**src/rtl/pue_pkg.sv**
```systemverilog
package pue_pkg;
  typedef struct packed {
    logic covers;
    logic touches;
  } pue_class_t;
endpackage

```
**src/rtl/pue_entry_class.sv**
```systemverilog
module pue_entry_class
  import pue_pkg::*;
#(
  parameter int ADDR_W = 16
) (
  input  logic [ADDR_W-1:0] page_lo,
  input  logic [ADDR_W-1:0] page_hi,
  input  logic [ADDR_W-1:0] ent_lo,
  input  logic [ADDR_W-1:0] ent_hi,
  output pue_class_t        cls
);
  logic lo_in, hi_in;

  always_comb begin
    lo_in       = (ent_lo >= page_lo) && (ent_lo <= page_hi);
    hi_in       = (ent_hi >= page_lo) && (ent_hi <= page_hi);
    cls.covers  = (ent_lo <= page_lo) && (ent_hi >= page_hi);
    cls.touches = lo_in || hi_in;
  end
endmodule

```
**src/rtl/pue_first_pick.sv**
```systemverilog
module pue_first_pick
  import pue_pkg::*;
#(
  parameter int NUM_ENTRIES = 8
) (
  input  pue_class_t [NUM_ENTRIES-1:0] cls,
  input  logic [NUM_ENTRIES-1:0]       active,
  input  logic                         impl,
  output logic                         uniform
);
  logic taken;
  logic pick_uni;

  always_comb begin
    taken    = 1'b0;
    pick_uni = 1'b1;
    for (int i = 0; i < NUM_ENTRIES; i++) begin
      if (!taken && active[i] && (cls[i].covers || cls[i].touches)) begin
        taken    = 1'b1;
        pick_uni = cls[i].covers;
      end
    end
    uniform = impl ? pick_uni : 1'b1;
  end
endmodule

```
**src/rtl/page_uniform_eval.sv**
```systemverilog
module page_uniform_eval
  import pue_pkg::*;
#(
  parameter int NUM_ENTRIES = 8,
  parameter int ADDR_W      = 16,
  parameter int PAGE_BITS   = 4
) (
  input  logic                          clk,
  input  logic                          rst_n,
  input  logic                          query_valid,
  input  logic [ADDR_W-1:0]             query_addr,
  input  logic                          prot_impl,
  input  logic [NUM_ENTRIES*ADDR_W-1:0] ent_start,
  input  logic [NUM_ENTRIES*ADDR_W-1:0] ent_end,
  input  logic [NUM_ENTRIES-1:0]        ent_active,
  output logic                          done,
  output logic                          page_uniform
);
  localparam logic [ADDR_W-1:0] OFF_MASK = ADDR_W'((64'd1 << PAGE_BITS) - 64'd1);

  logic [ADDR_W-1:0] page_lo, page_hi;
  pue_class_t [NUM_ENTRIES-1:0] cls;
  logic uniform_nxt;
  logic done_d, done_q;
  logic uni_d, uni_q;

  assign page_lo = query_addr & ~OFF_MASK;
  assign page_hi = page_lo | OFF_MASK;

  for (genvar gi = 0; gi < NUM_ENTRIES; gi++) begin : g_ent
    pue_entry_class #(.ADDR_W(ADDR_W)) u_cls (
      .page_lo (page_lo),
      .page_hi (page_hi),
      .ent_lo  (ent_start[gi*ADDR_W +: ADDR_W]),
      .ent_hi  (ent_end[gi*ADDR_W +: ADDR_W]),
      .cls     (cls[gi])
    );
  end

  pue_first_pick #(.NUM_ENTRIES(NUM_ENTRIES)) u_pick (
    .cls     (cls),
    .active  (ent_active),
    .impl    (prot_impl),
    .uniform (uniform_nxt)
  );

  always_comb begin
    done_d = query_valid;
    uni_d  = query_valid ? uniform_nxt : uni_q;
  end

  always_ff @(posedge clk or negedge rst_n) begin
    if (!rst_n) begin
      done_q <= 1'b0;
      uni_q  <= 1'b1;
    end else begin
      done_q <= done_d;
      uni_q  <= uni_d;
    end
  end

  assign done         = done_q;
  assign page_uniform = uni_q;
endmodule

```
**config.mk**
```make
export PLATFORM = sky130hd
export DESIGN_NAME = page_uniform_eval
export DESIGN_NICKNAME = d
export VERILOG_FILES = /design/src/rtl/pue_pkg.sv /design/src/rtl/pue_entry_class.sv /design/src/rtl/pue_first_pick.sv /design/src/rtl/page_uniform_eval.sv
export SDC_FILE = /design/constraint.sdc
export NUM_CORES = 1
export LEC_CHECK = 0
export ABC_CLOCK_PERIOD_IN_PS = 1300
export BUFFER_PORTS_ARGS = -buffer_cell sky130_fd_sc_hd__buf_4
export CAP_MARGIN = 20
export CORE_ASPECT_RATIO = 1.4
export CORE_MARGIN = 3
export CORE_UTILIZATION = 55
export DETAILED_ROUTE_END_ITERATION = 8
export GPL_TIMING_DRIVEN = 0
export PLACE_DENSITY = 0.83
export SLEW_MARGIN = 5
export SYNTH_ARGS = -nofsm -noshare
export SYNTH_HDL_FRONTEND = slang
export SYNTH_HIERARCHICAL = 1
export SYNTH_SLANG_ARGS = --single-unit
```
**constraint.sdc**
```tcl
create_clock -name clk -period 1.3 [get_ports clk]
set_input_delay 0.13 -clock clk [delete_from_list [all_inputs] [get_ports clk]]
set_output_delay 0.13 -clock clk [all_outputs]
set_load 0.05 [all_outputs]
```
== After elaboration in Yosys (flattened, before gate mapping) ==
Index checks and enable logic that the tools add are counted.

* Shifts and indexed selects: 0
* Multiply operators: 0
* Div/mod/pow operators: 0
* Add/sub/neg operators: 0
* Multiplexer cells: 16
* $lt $le $gt $ge: 48
* Reduce and logical (&&, ||, !) cells: 62
* Equality and inequality tests: 0
* Bitwise logic cells: 0

{| class="wikitable"
|+ Operators with widths
! kind !! count
|-
| $ge 16x16->1 || 24
|-
| $le 16x16->1 || 24
|-
| $logic_and 1x1->1 || 39
|-
| $logic_or 1x1->1 || 16
|-
| $mux 1 || 16
|-
| $logic_not 1->1 || 7
|}

* ROM bits: 0
* Flip-flop bits (word level): 2
* Memories kept: 0
* Latch bits: 0
* RAM bits: 0
* Input bits: 284

== Depth between registers and ports, before layout ==
Gate-level depths: netlist of run 1.

* Depth after elaboration: 35
* Depth in mapped cells: 14

== By module ==
Netlist of run 1, hierarchy kept.

{| class="wikitable"
|+ Modules (own cells, without submodules)
! module !! area each (um^2) !! cells each !! times used
|-
| pue_entry_class || 1483.9 || 195 || 8
|-
| pue_first_pick || 175.2 || 30 || 1
|-
| page_uniform_eval || 73.8 || 5 || 1
|}

== Worst setup path after synthesis of run 1 ==
OpenSTA, ideal clock, no wires.

* Path kind: input -> register
* From: input query_addr[7]
* To: register uni_q (netlist: page_uniform)
* Data arrival time: 2.306 ns
* Buffers on the path: 0
* Setup slack: -1.088 ns
* Stages on the path: 13
* Path through: inv_1 ha_1 nand4_1 a211o_1 a311oi_1 nor3_1 o32ai_1 nand2_1 o21ai_0 a32oi_1 a21oi_1 o221ai_2 mux2_4

{| class="wikitable"
|+ RTL lines
! what !! line !! RTL
|-
| start: declaration || page_uniform_eval.sv:11 || <nowiki>input logic [ADDR_W-1:0] query_addr,</nowiki>
|-
| end signal: assignment || page_uniform_eval.sv:58 || <nowiki>uni_q <= uni_d;</nowiki>
|-
| end: declaration || page_uniform_eval.sv:25 || <nowiki>logic uni_d, uni_q;</nowiki>
|}

==> impl_summary.txt, run 1 <==
----------------------------------------------------
[Outcome]
  Outcome ... finished with violations
  Failing checks ... setup timing

[Place]
  Post-placement cell count ... 2246
  Cell area after placement ... 15600 µm²
  Detailed Place HPWL ... roughly 35000 µm
  Number of input and output port buffers inserted ... between 200 and 300
  Placer's final routability congestion estimate ... about 1
  Post-Place Worst Slack ... -1.88 ns

[Setup path]
  Kind of critical path ... input pin to flop
  CP most frequent cell ... sky130_fd_sc_hd__a21o_1
  Worst path buffer plus inverter count ... 2
  Crit path largest cell delay ... 0.39 ns
  Crit-path slowest cell ... sky130_fd_sc_hd__o32ai_2
  Critical path's top delay family ... compound AO/OA/AOI/OAI gates
  Critical Path RT ... ~1.4 ns
  Nature of the critical path endpoint ... flop
  Worst path arrival time ... about 2.8 ns
  Worst setup slack for register-to-register paths ... 0.57 ns
  Critical Path Source Type ... input pin
  Crit Path Max Fanout ... 4
  Chain of cells forming the critical path ... bufbuf_16 -> inv_2 -> ha_4 -> a21o_1 -> a21o_1 -> a211oi_2 -> a21oi_1 -> o32ai_2 -> nand2_1 -> a22oi_2 -> o22ai_2 -> a21oi_2 -> o221ai_2 -> mux2_4

[Logic synthesis]
  Top-area cell type share of the netlist area ... 0.529
  Synth warn ... 6
  Proportion of synthesized chip area in sequential cells ... 0.00423
  Cell variety after synth ... 38
  Flops & latches, synth ... 2
  Most instantiated flip-flop cell in the synthesis netlist ... sky130_fd_sc_hd__dfstp_2
  Asr flop ratio synth ... 1.00
  Post-synth design cell area ... 12100 µm²
  Post-synth EDFFs ... 0
  Synthesized instance count ... approximately 1600
  Cell type with the highest aggregate area in the netlist ... sky130_fd_sc_hd__ha_1
  Mapped Avg Cell Area ... between 7 and 8 µm²
  Cells taking the most area after synthesis ... sky130_fd_sc_hd__ha_1, sky130_fd_sc_hd__inv_1, sky130_fd_sc_hd__a21oi_1, sky130_fd_sc_hd__nand4_1, sky130_fd_sc_hd__a21o_1

[Finish]
  Commonest cells after routing, fill and taps aside ... sky130_fd_sc_hd__ha_1, sky130_fd_sc_hd__buf_4, sky130_fd_sc_hd__inv_1
  Relative area change from synthesis to final layout ... 38.7%
  Nets ... 2804
  Leading cell type in the layout, fill and taps excluded ... sky130_fd_sc_hd__ha_1
  Final instance area ... 16800 µm²
  Share of final-layout standard cells stronger than drive strength 1 ... 0.251
  Final core utilization ... 0.784
  Non-filler instance count after layout ... 2301

[Clock tree]
  Number of clock sinks ... 2
  Clock edge transition at the registers on the reported setup and hold paths ... 0.03 ns
  Maximum clock path buffer count ... 2
  CTS tree ... done
  H-tree depth reported by CTS ... 1
  Clock insertion delay at the later pin of the skew report ... 0.22 ns
  Root Driver ... sky130_fd_sc_hd__clkbuf_16
  Clock buffers created by TritonCTS ... 3

[Pwr]
  Power after layout ... about 6.2 mW
  Largest voltage drop on the vdd net ... 0.362 mV
  Static Leak ... 9.07 nW
  Power density over the cells ... around 370 nW/µm²

[Global routing]
  Final global-route overflow total ... 0
  Wire length of the first global-routing pass ... 66500 µm
  Global routing usage summed across all routing layers ... 0.338
  Initial antenna violation count ... 2
  Maximum number of pins on one net before global-route repair ... 17
  Vias in the first global route ... ~14000

[Die]
  CORE AREA ... 21400 µm²
  Vertical die dimension ... 182 µm
  Top-level port count ... ~290
  Row count ... 63
  Starting density of the core ... 0.565
  Floorplan die area ... 23900 µm²
  Die extent in x ... 131 µm

[STA]
  Count of endpoints failing setup in the final report ... 1
  Worst clock skew ... 0 ns
  Post-route fraction of the period consumed by the critical path ... 2.00
  Final min period ... 2.61 ns
  Hold Slack ... 0.0339 ns
  Summed negative setup slack over all endpoints ... -1.31 ns
  Highest attainable clock frequency ... 384 MHz
  Slew Viols, Final ... 0
  Hold violation total from the final report ... 0
  Final Worst Setup Slack ... -1.31 ns
  Setup repair after global routing missed its margin ... true

[Flow run]
  Number of maximum-capacitance violations ... 0

[Route]
  Wire length per cell after detailed routing ... 18.6 µm
  Detailed-route vias per instance ... 5.93
  Drt initial violations ... 567
  Antenna Violating Nets Remaining ... 0
  Pre-antenna DRT Iters ... 4
  Wire length after detailed routing ... around 43000 µm
  DR DRC count ... 0
  Total via count after detailed routing ... 13651

[Min path]
  Hold Path Class ... input pin to flop

----------------------------------------------------
==> cell type report <==
| type | count | area, µm² |
|---|---|---|
| Multi-Input combinational cell | 1391 | 12300 |
| Tap cell | 292 | 365 |
| Clock buffer | 4 | 78.8 |
| Inverter | 280 | 1090 |
| Fill cell | 1612 | 4630 |
| Timing Repair Buffer | 330 | 2920 |
| Antenna cell | 2 | 5.00 |
| Sequential cell | 2 | 51.3 |
==> worst paths after layout <==
check	start	end	cells after the start
max	query_addr[13]	page_uniform	14
min	query_valid	done	1
max reg2reg	page_uniform	page_uniform	1
min reg2reg	page_uniform	page_uniform	1
max in group asynchronous	rst_n	page_uniform	2
min in group asynchronous	rst_n	done	2
==> Yosys cell counts (24+ instances only) <==
cell type and instances:
sky130_fd_sc_hd__ha_1 512, sky130_fd_sc_hd__nand4_1 105, sky130_fd_sc_hd__o21ai_0 36, sky130_fd_sc_hd__nand3_1 73
sky130_fd_sc_hd__a21oi_1 194, sky130_fd_sc_hd__nor2_1 40, sky130_fd_sc_hd__inv_1 280, sky130_fd_sc_hd__nor3_1 32
sky130_fd_sc_hd__nand2_1 82, sky130_fd_sc_hd__nor4_1 24, sky130_fd_sc_hd__a211oi_1 24, sky130_fd_sc_hd__a21o_1 56
==> per-layer routing <==
| layer | wire, µm | vias to the layer above | GRT usage |
|---|---|---|---|
| li1 | - | 6753 | - |
| met1 | 16000 | 6287 | 0.358 |
| met2 | 21300 | 456 | 0.638 |
| met3 | 2680 | 155 | 0.0590 |
| met4 | 2640 | 0 | 0.169 |
| met5 | 0 | - | 0 |
==> where the power goes <==
group	total, mW	switching [mW]	internal [mW]
clock network	0.481	0.0771	0.404
logic	5.64	2.98	2.65
registers	0.0865	0.00788	0.0786
==> flip-flops by register name (all words and copies together), names as in the netlist <==
register and cells:
done 1, page_uniform 1
==> kinds of logic after synthesis <==
kind of cell	share of synthesized area
flip-flops	0.00423
AND/OR/NAND/NOR	0.165
AO/OA/AOI/OAI	0.213
adder cells (fa/ha/maj)	0.529
other	0.000620
buffers and inverters	0.0867
multiplexers	0.00124
==> what timing repair did <==
item                                    4_1_cts  5_1_grt
gates resized for setup                      82       26
pin swaps                                    38       26
endpoints found under the hold margin         2        0
hold buffers                                  1        0
buffers inserted                             39        5
endpoints found under the setup margin        1        1
gates cloned                                  4        0
(Power assumes the default switching activity.)
==> run 2, diff against run 1 <==
--- a/config.mk
+++ b/config.mk
@@ -9,8 +9,9 @@
 export BUFFER_PORTS_ARGS = -buffer_cell sky130_fd_sc_hd__buf_4
 export CAP_MARGIN = 20
 export CORE_ASPECT_RATIO = 1.4
-export CORE_MARGIN = 3
+export CORE_MARGIN = 2
 export CORE_UTILIZATION = 55
+export CTS_CLUSTER_SIZE = 12
 export DETAILED_ROUTE_END_ITERATION = 8
 export GPL_TIMING_DRIVEN = 0
 export PLACE_DENSITY = 0.83
==> impl_summary.txt, run 2 (synthesis gave the netlist of run 1 again) <==
----------------------------------------------------
[Die]
  Row count ... 64
  Die extent in x ... around 130 µm
  Floorplan die area ... 23300 µm²
  Vertical die dimension ... roughly 180 µm
  CORE AREA ... 21800 µm²
  Top-level port count ... 286
  Starting density of the core ... 0.556

[STA]
  Final min period ... roughly 2.7 ns
  Final Worst Setup Slack ... -1.38 ns
  Setup repair after global routing missed its margin ... true
  Summed negative setup slack over all endpoints ... -1.38 ns
  Highest attainable clock frequency ... 373 MHz
  Worst clock skew ... 0 ns
  Hold Slack ... around 0.036 ns
  Slew Viols, Final ... 0
  Post-route fraction of the period consumed by the critical path ... 2.06
  Count of endpoints failing setup in the final report ... 1
  Worst slew margin ... 0.682
  Hold violation total from the final report ... 0
  Least-Margin Pin Slew ... roughly 0.46 ns

[Setup path]
  Kind of critical path ... input pin to flop
  Crit Path Max Fanout ... 16
  Worst path arrival time ... 2.82 ns
  Crit-path slowest cell ... sky130_fd_sc_hd__nor4_2
  Critical Path Source Type ... input pin
  Critical Path RT ... 1.44 ns
  Crit path largest cell delay ... around 0.37 ns
  Number of cells on the worst reg-to-reg path ... 1
  Nature of the critical path endpoint ... flop
  Chain of cells forming the critical path ... buf_8 -> inv_2 -> ha_1 -> nand4_1 -> nor4_2 -> a21o_1 -> nor2_1 -> a2bb2oi_2 -> o21ai_2 -> and2_4 -> nand3_2 -> a21oi_2 -> o221ai_2 -> mux2_4

[Flow run]
  Number of maximum-capacitance violations ... 0

[Finish]
  Nets ... 2777
  Share of final-layout standard cells stronger than drive strength 1 ... 0.227
  Commonest cells after routing, fill and taps aside ... sky130_fd_sc_hd__ha_1, sky130_fd_sc_hd__buf_4, sky130_fd_sc_hd__inv_1
  Final core utilization ... 0.743
  Fill cell count ... 1761
  Register area ... 51.3 µm²
  Area of the multi-input gates ... 12100 µm²
  Leading cell type in the layout, fill and taps excluded ... sky130_fd_sc_hd__ha_1
  Final instance area ... 16200 µm²
  Relative area change from synthesis to final layout ... 33.5%

[Pwr]
  Static Leak ... 8.83 nW
  Power density over the cells ... between 300 and 400 nW/µm²
  Largest voltage drop on the vdd net ... 0.793 mV

[Global routing]
  Wire length of the first global-routing pass ... 64000 µm
  Vias in the first global route ... 14100
  Global routing usage summed across all routing layers ... 0.338
  Maximum number of pins on one net before global-route repair ... 17
  Initial antenna violation count ... 4
  Final global-route overflow total ... 0

[Clock tree]
  Maximum clock path buffer count ... 2
  Root Driver ... sky130_fd_sc_hd__clkbuf_16
  H-tree depth reported by CTS ... 1
  Clock insertion delay at the later pin of the skew report ... roughly 0.22 ns
  Clock buffers created by TritonCTS ... 3
  Clock edge transition at the registers on the reported setup and hold paths ... 0.03 ns
  CTS tree ... done
  Number of clock sinks ... 2

[Route]
  Wire length per cell after detailed routing ... about 18 µm
  Detailed-route vias per instance ... 5.90
  Total via count after detailed routing ... roughly 13000
  Pre-antenna DRT Iters ... 5
  Wire length after detailed routing ... 40300 µm
  Antenna Violating Nets Remaining ... 0
  Drt initial violations ... 462
  DR DRC count ... 0

[Min path]
  Hold-critical path depth ... 1
  Hold Path Class ... input pin to flop

[Outcome]
  Outcome ... finished with violations
  Failing checks ... setup timing

[Place]
  Cell area after placement ... 15600 µm²
  Number of input and output port buffers inserted ... 281
  Detailed Place HPWL ... 34500 µm
  Placer's final routability congestion estimate ... 0.949

----------------------------------------------------
-- run 2: changes by cell type in the layout (fill, tap and decap cells not counted), moves of 6 or more --
cell,before,now
sky130_fd_sc_hd__buf_4,302,284
sky130_fd_sc_hd__buf_12,13,6
sky130_fd_sc_hd__ha_1,472,478
sky130_fd_sc_hd__ha_4,40,34
-- run 2: power by group --
group	switching (mW)	total, mW	internal (mW)
Combinational	2.86	5.35	2.49
Clock	0.0804	0.485	0.404
Sequential	0.00701	0.0856	0.0786
Total	2.95	5.92	2.97
-- run 2: path summary, 6_finish.rpt --
check	slack, ns	endpoint	startpoint
max	-1.38	page_uniform	query_addr[13]
min	0.04	done	query_valid
max reg2reg	0.58	page_uniform	page_uniform
min reg2reg	0.64	page_uniform	page_uniform
max in group asynchronous	0.88	page_uniform	rst_n
min in group asynchronous	0.23	done	rst_n
-- run 2: layout make-up --
type | count | area share
multi-input cells | 1391 | 0.746
repair buffers | 303 | 0.156
inverters | 280 | 0.0668
well taps | 297 | 0.0230
clock buffers | 4 | 0.00487
flip-flops and latches | 2 | 0.00317
diodes | 4 | 0.000619
-- run 2: critical path: cells and delay by family --
family,cells,cell delay (ns)
AOI/OAI and AO/OA,5,0.87
adders and majority gates,1,0.29
buffers and inverters,2,0.28
muxes,1,0.27
and+or+nand+nor,5,0.96
-- run 2: what timing repair did --
action / in CTS / in global routing
gates resized for setup: 50 / 3
endpoints found under the setup margin: 1 / 1
hold buffers: 1 / 0
endpoints found under the hold margin: 2 / 0
pin swaps: 21 / 4
gates cloned: 1 / 0
setup buffers: 20 / 0
-- run 2: metrics by stage --
step | setup WS [ns] | total power [mW] | instances
floorplan | -0.883 | 3.22 | 1673
global placement | -1.84 | 4.88 | 2251
detailed placement | -1.90 | 5.10 | 2251
CTS | -1.32 | 5.81 | 2277
global route | -1.49 | 6.59 | 2281
finish | -1.38 | 5.92 | 2281
-- run 2: routing by layer --
layer,vias to the layer above,wire (µm),track usage,share of wire
met1,6135,14900,0.352,0.37
met2,452,20000,0.625,0.50
li1,6709,-,-,-
met5,-,0,0,0
met4,0,2700,0.195,0.067
met3,164,2710,0.0551,0.067
==> run 3, diff against run 2 <==
--- a/config.mk
+++ b/config.mk
@@ -8,15 +8,12 @@
 export ABC_CLOCK_PERIOD_IN_PS = 1300
 export BUFFER_PORTS_ARGS = -buffer_cell sky130_fd_sc_hd__buf_4
 export CAP_MARGIN = 20
-export CORE_ASPECT_RATIO = 1.4
-export CORE_MARGIN = 2
-export CORE_UTILIZATION = 55
-export CTS_CLUSTER_SIZE = 12
+export CORE_AREA = 2 2 112 114
 export DETAILED_ROUTE_END_ITERATION = 8
+export DIE_AREA = 0 0 114 116
 export GPL_TIMING_DRIVEN = 0
-export PLACE_DENSITY = 0.83
+export PLACE_DENSITY = 0.85
 export SLEW_MARGIN = 5
 export SYNTH_ARGS = -nofsm -noshare
 export SYNTH_HDL_FRONTEND = slang
-export SYNTH_HIERARCHICAL = 1
 export SYNTH_SLANG_ARGS = --single-unit
==> impl_summary.txt, run 3 <==
----------------------------------------------------
[Place]
  Number of input and output port buffers inserted ... around 280
  Post-placement cell count ... 1176
  Placer's final routability congestion estimate ... 0.916
  Detailed Place HPWL ... 16500 µm
  Cell area after placement ... 8170 µm²

[Outcome]
  Failing checks ... setup timing
  Outcome ... finished with violations

[Clock tree]
  Clock buffers created by TritonCTS ... 3
  Maximum clock path buffer count ... 2
  H-tree depth reported by CTS ... 1
  Number of clock sinks ... 2
  CTS tree ... done
  Root Driver ... sky130_fd_sc_hd__clkbuf_16
  Clock edge transition at the registers on the reported setup and hold paths ... 0.03 ns
  Clock insertion delay at the later pin of the skew report ... 0.21 ns

[STA]
  Hold violation total from the final report ... 0
  Count of endpoints failing setup in the final report ... 1
  Slew Viols, Final ... 0
  Worst slew margin ... 0.619
  Highest attainable clock frequency ... 367 MHz
  Worst clock skew ... 0 ns
  Post-route fraction of the period consumed by the critical path ... 2.10
  Least-Margin Pin Slew ... 0.567 ns
  Final min period ... 2.72 ns
  Final Worst Setup Slack ... -1.42 ns
  Setup repair after global routing missed its margin ... true

[Logic synthesis]
  Mapped Avg Cell Area ... 7.73 µm²
  Top-area cell type share of the netlist area ... 0.450
  Synthesized instance count ... about 750
  Flops & latches, synth ... 2
  Proportion of synthesized chip area in sequential cells ... 0.00888
  Post-synth EDFFs ... 0
  Number of nets produced by synthesis ... 1240
  Synth warn ... 0
  Multiplexer share of the synthesized area ... 0.00173
  Cell type with the highest aggregate area in the netlist ... sky130_fd_sc_hd__ha_1
  Post-synth design cell area ... 5780 µm²
  Synthesized-area fraction occupied by adder cells ... 0.450
  Asr flop ratio synth ... 1.00
  Most instantiated flip-flop cell in the synthesis netlist ... sky130_fd_sc_hd__dfstp_2
  Cell variety after synth ... 71
  Cells taking the most area after synthesis ... sky130_fd_sc_hd__ha_1, sky130_fd_sc_hd__a21oi_1, sky130_fd_sc_hd__nand4_1, sky130_fd_sc_hd__nand2_1, sky130_fd_sc_hd__o21ai_0
  Combinational family with the most area after synthesis ... adder cells
  Area share of and/or/nand/nor cells after synthesis ... 0.242
  Top-count cell post-synth ... sky130_fd_sc_hd__ha_1
  Post-Synth XOR/XNOR Area ... 0
  Complex-gate fraction of the synthesized area ... 0.267
  Most frequent cells after synthesis ... sky130_fd_sc_hd__ha_1, sky130_fd_sc_hd__a21oi_1, sky130_fd_sc_hd__nand2_1

[Min path]
  Launch point of the worst hold path ... query_valid
  Sink of the worst hold path ... done
  Hold Path Class ... input pin to flop
  Hold-critical path depth ... 1

[Finish]
  Final instance area ... 8960 µm²
  Share of final-layout standard cells stronger than drive strength 1 ... 0.369
  Fill cell count ... 867
  Number of diodes ... 0
  Non-filler instance count after layout ... approximately 1200
  Commonest cells after routing, fill and taps aside ... sky130_fd_sc_hd__buf_4, sky130_fd_sc_hd__ha_1, sky130_fd_sc_hd__a21oi_1
  Nets ... 1568
  Area of the multi-input gates ... roughly 5900 µm²
  Relative area change from synthesis to final layout ... 55.0%
  Leading cell type in the layout, fill and taps excluded ... sky130_fd_sc_hd__buf_4
  Register area ... 51.3 µm²

[Setup path]
  Kind of critical path ... input pin to flop
  Crit Path Max Fanout ... 10
  R2R Path Start ... page_uniform
  Crit-path slowest cell ... sky130_fd_sc_hd__or4b_2
  Chain of cells forming the critical path ... buf_4 -> clkinvlp_4 -> buf_4 -> ha_1 -> nand4_1 -> or4b_2 -> a221oi_4 -> nor4_4 -> o21ai_0 -> o211ai_1 -> a22oi_2 -> o21ai_2
  End of the worst register-to-register path ... page_uniform
  Worst path arrival time ... 2.86 ns
  Nature of the critical path endpoint ... flop
  Critical Path RT ... between 1 and 1.5 ns
  Number of cells on the worst reg-to-reg path ... 2
  Critical Path Source Type ... input pin
  Crit path largest cell delay ... roughly 0.74 ns
  CP most frequent cell ... sky130_fd_sc_hd__buf_4
  Worst setup slack for register-to-register paths ... 0.58 ns

[Flow run]
  Number of maximum-capacitance violations ... 0

[Die]
  Floorplan die area ... 13200 µm²
  Die extent in x ... 114 µm
  Starting density of the core ... 0.485
  Top-level port count ... ~290
  Row count ... 40
  CORE AREA ... 11900 µm²
  Vertical die dimension ... approximately 120 µm

[Pwr]
  Part of the power in the clock network ... 0.132
  Proportion of power drawn by flip-flops and latches ... 0.022
  Largest voltage drop on the vdd net ... 0.539 mV
  Switching power share of the total ... 0.435
  Static Leak ... 4.42 nW
  Internal ... 2.04 mW
  Power density over the cells ... slightly above 400 nW/µm²
  Proportion of power drawn by combinational gates ... 0.846
  Switch Pwr ... 1.57 mW

[Route]
  Wire length per cell after detailed routing ... 18.2 µm
  Pre-antenna DRT Iters ... 5
  Total via count after detailed routing ... 7412
  Detailed-route vias per instance ... slightly above 6
  Antenna Violating Nets Remaining ... 0
  DR DRC count ... 0
  Drt initial violations ... 328
  Wire length after detailed routing ... 22200 µm

[Global routing]
  Global routing usage summed across all routing layers ... 0.315
  Vias in the first global route ... just over 7000
  Wire length of the first global-routing pass ... 33500 µm
  Maximum number of pins on one net before global-route repair ... 18
  Final global-route overflow total ... 0
  Initial antenna violation count ... 0

----------------------------------------------------
-- run 3: layer usage --
layer  track usage  share of wire  up-vias
met1         0.357           0.38     3364
met2         0.593           0.50      314
met4         0.133          0.049        0
li1              -              -     3653
met3        0.0408          0.067       81
met5             0              0        -
-- run 3: through the flow --
| step | setup slack, ns | utilization | total power, mW | hold WS [ns] | setup TNS [ns] |
|---|---|---|---|---|---|
| after global routing | -1.59 | 0.752 | 3.97 | 0.0681 | -1.59 |
| final | -1.42 | 0.752 | 3.61 | 0.0700 | -1.42 |
| after global placement | -2.23 | 0.686 | 2.68 | -0.0869 | -2.23 |
| after floorplan | -1.27 | - | 1.60 | -0.166 | -1.27 |
| after detailed placement | -2.27 | 0.686 | 2.75 | -0.0855 | -2.27 |
| after CTS | -1.35 | 0.740 | 3.47 | 0.0666 | -1.35 |
-- run 3: cell type report --
class / instances / area share
timing repair buffer: 323 / 0.286
clock buffer: 4 / 0.00880
sequential: 2 / 0.00573
multi-input combinational: 699 / 0.655
tap: 147 / 0.0205
inverter: 47 / 0.0247
-- run 3: critical path: cells and delay by family --
family	cells	cell delay, ns
AND/OR/NAND/NOR	3	0.97
AO/OA/AOI/OAI	5	0.90
buffers and inverters	3	0.48
adder cells (fa/ha/maj)	1	0.39
-- run 3: how the worst max path moves through the flow --
stage / depth (start not counted) / endpoint / start
after floorplan: 12 / page_uniform / query_addr[11]
after detailed placement: 13 / page_uniform / query_addr[11]
final: 12 / page_uniform / query_addr[15]
after global placement: 13 / page_uniform / query_addr[5]
after CTS: 14 / page_uniform / query_addr[10]
after global routing: 14 / page_uniform / query_addr[15]
-- run 3: repair_timing --
item,in CTS,in global routing
hold endpoints to repair,2,0
cloned,0,1
pin swaps,17,10
buffers inserted,39,1
endpoints found under the setup margin,1,1
gates resized for setup,40,20
hold buffers,1,0
-- run 3: cell families (layout without fill, tap and decap cells) --
family,Yosys count,in the layout
muxes,1,1
DFF,2,2
buffers and inverters,47,374
and+or+nand+nor,251,251
AOI/OAI and AO/OA,239,239
adders and majority gates,208,208
-- run 3: power groups by stage --
stage	combinational (mW)	sequential, mW	clock, mW
6_report	3.05	0.0797	0.475
4_1_cts	2.91	0.0799	0.481
3_5_place_dp	2.67	0.0805	0
2_1_floorplan	1.49	0.110	0
5_1_grt	3.39	0.0817	0.493
3_3_place_gp	2.60	0.0800	0
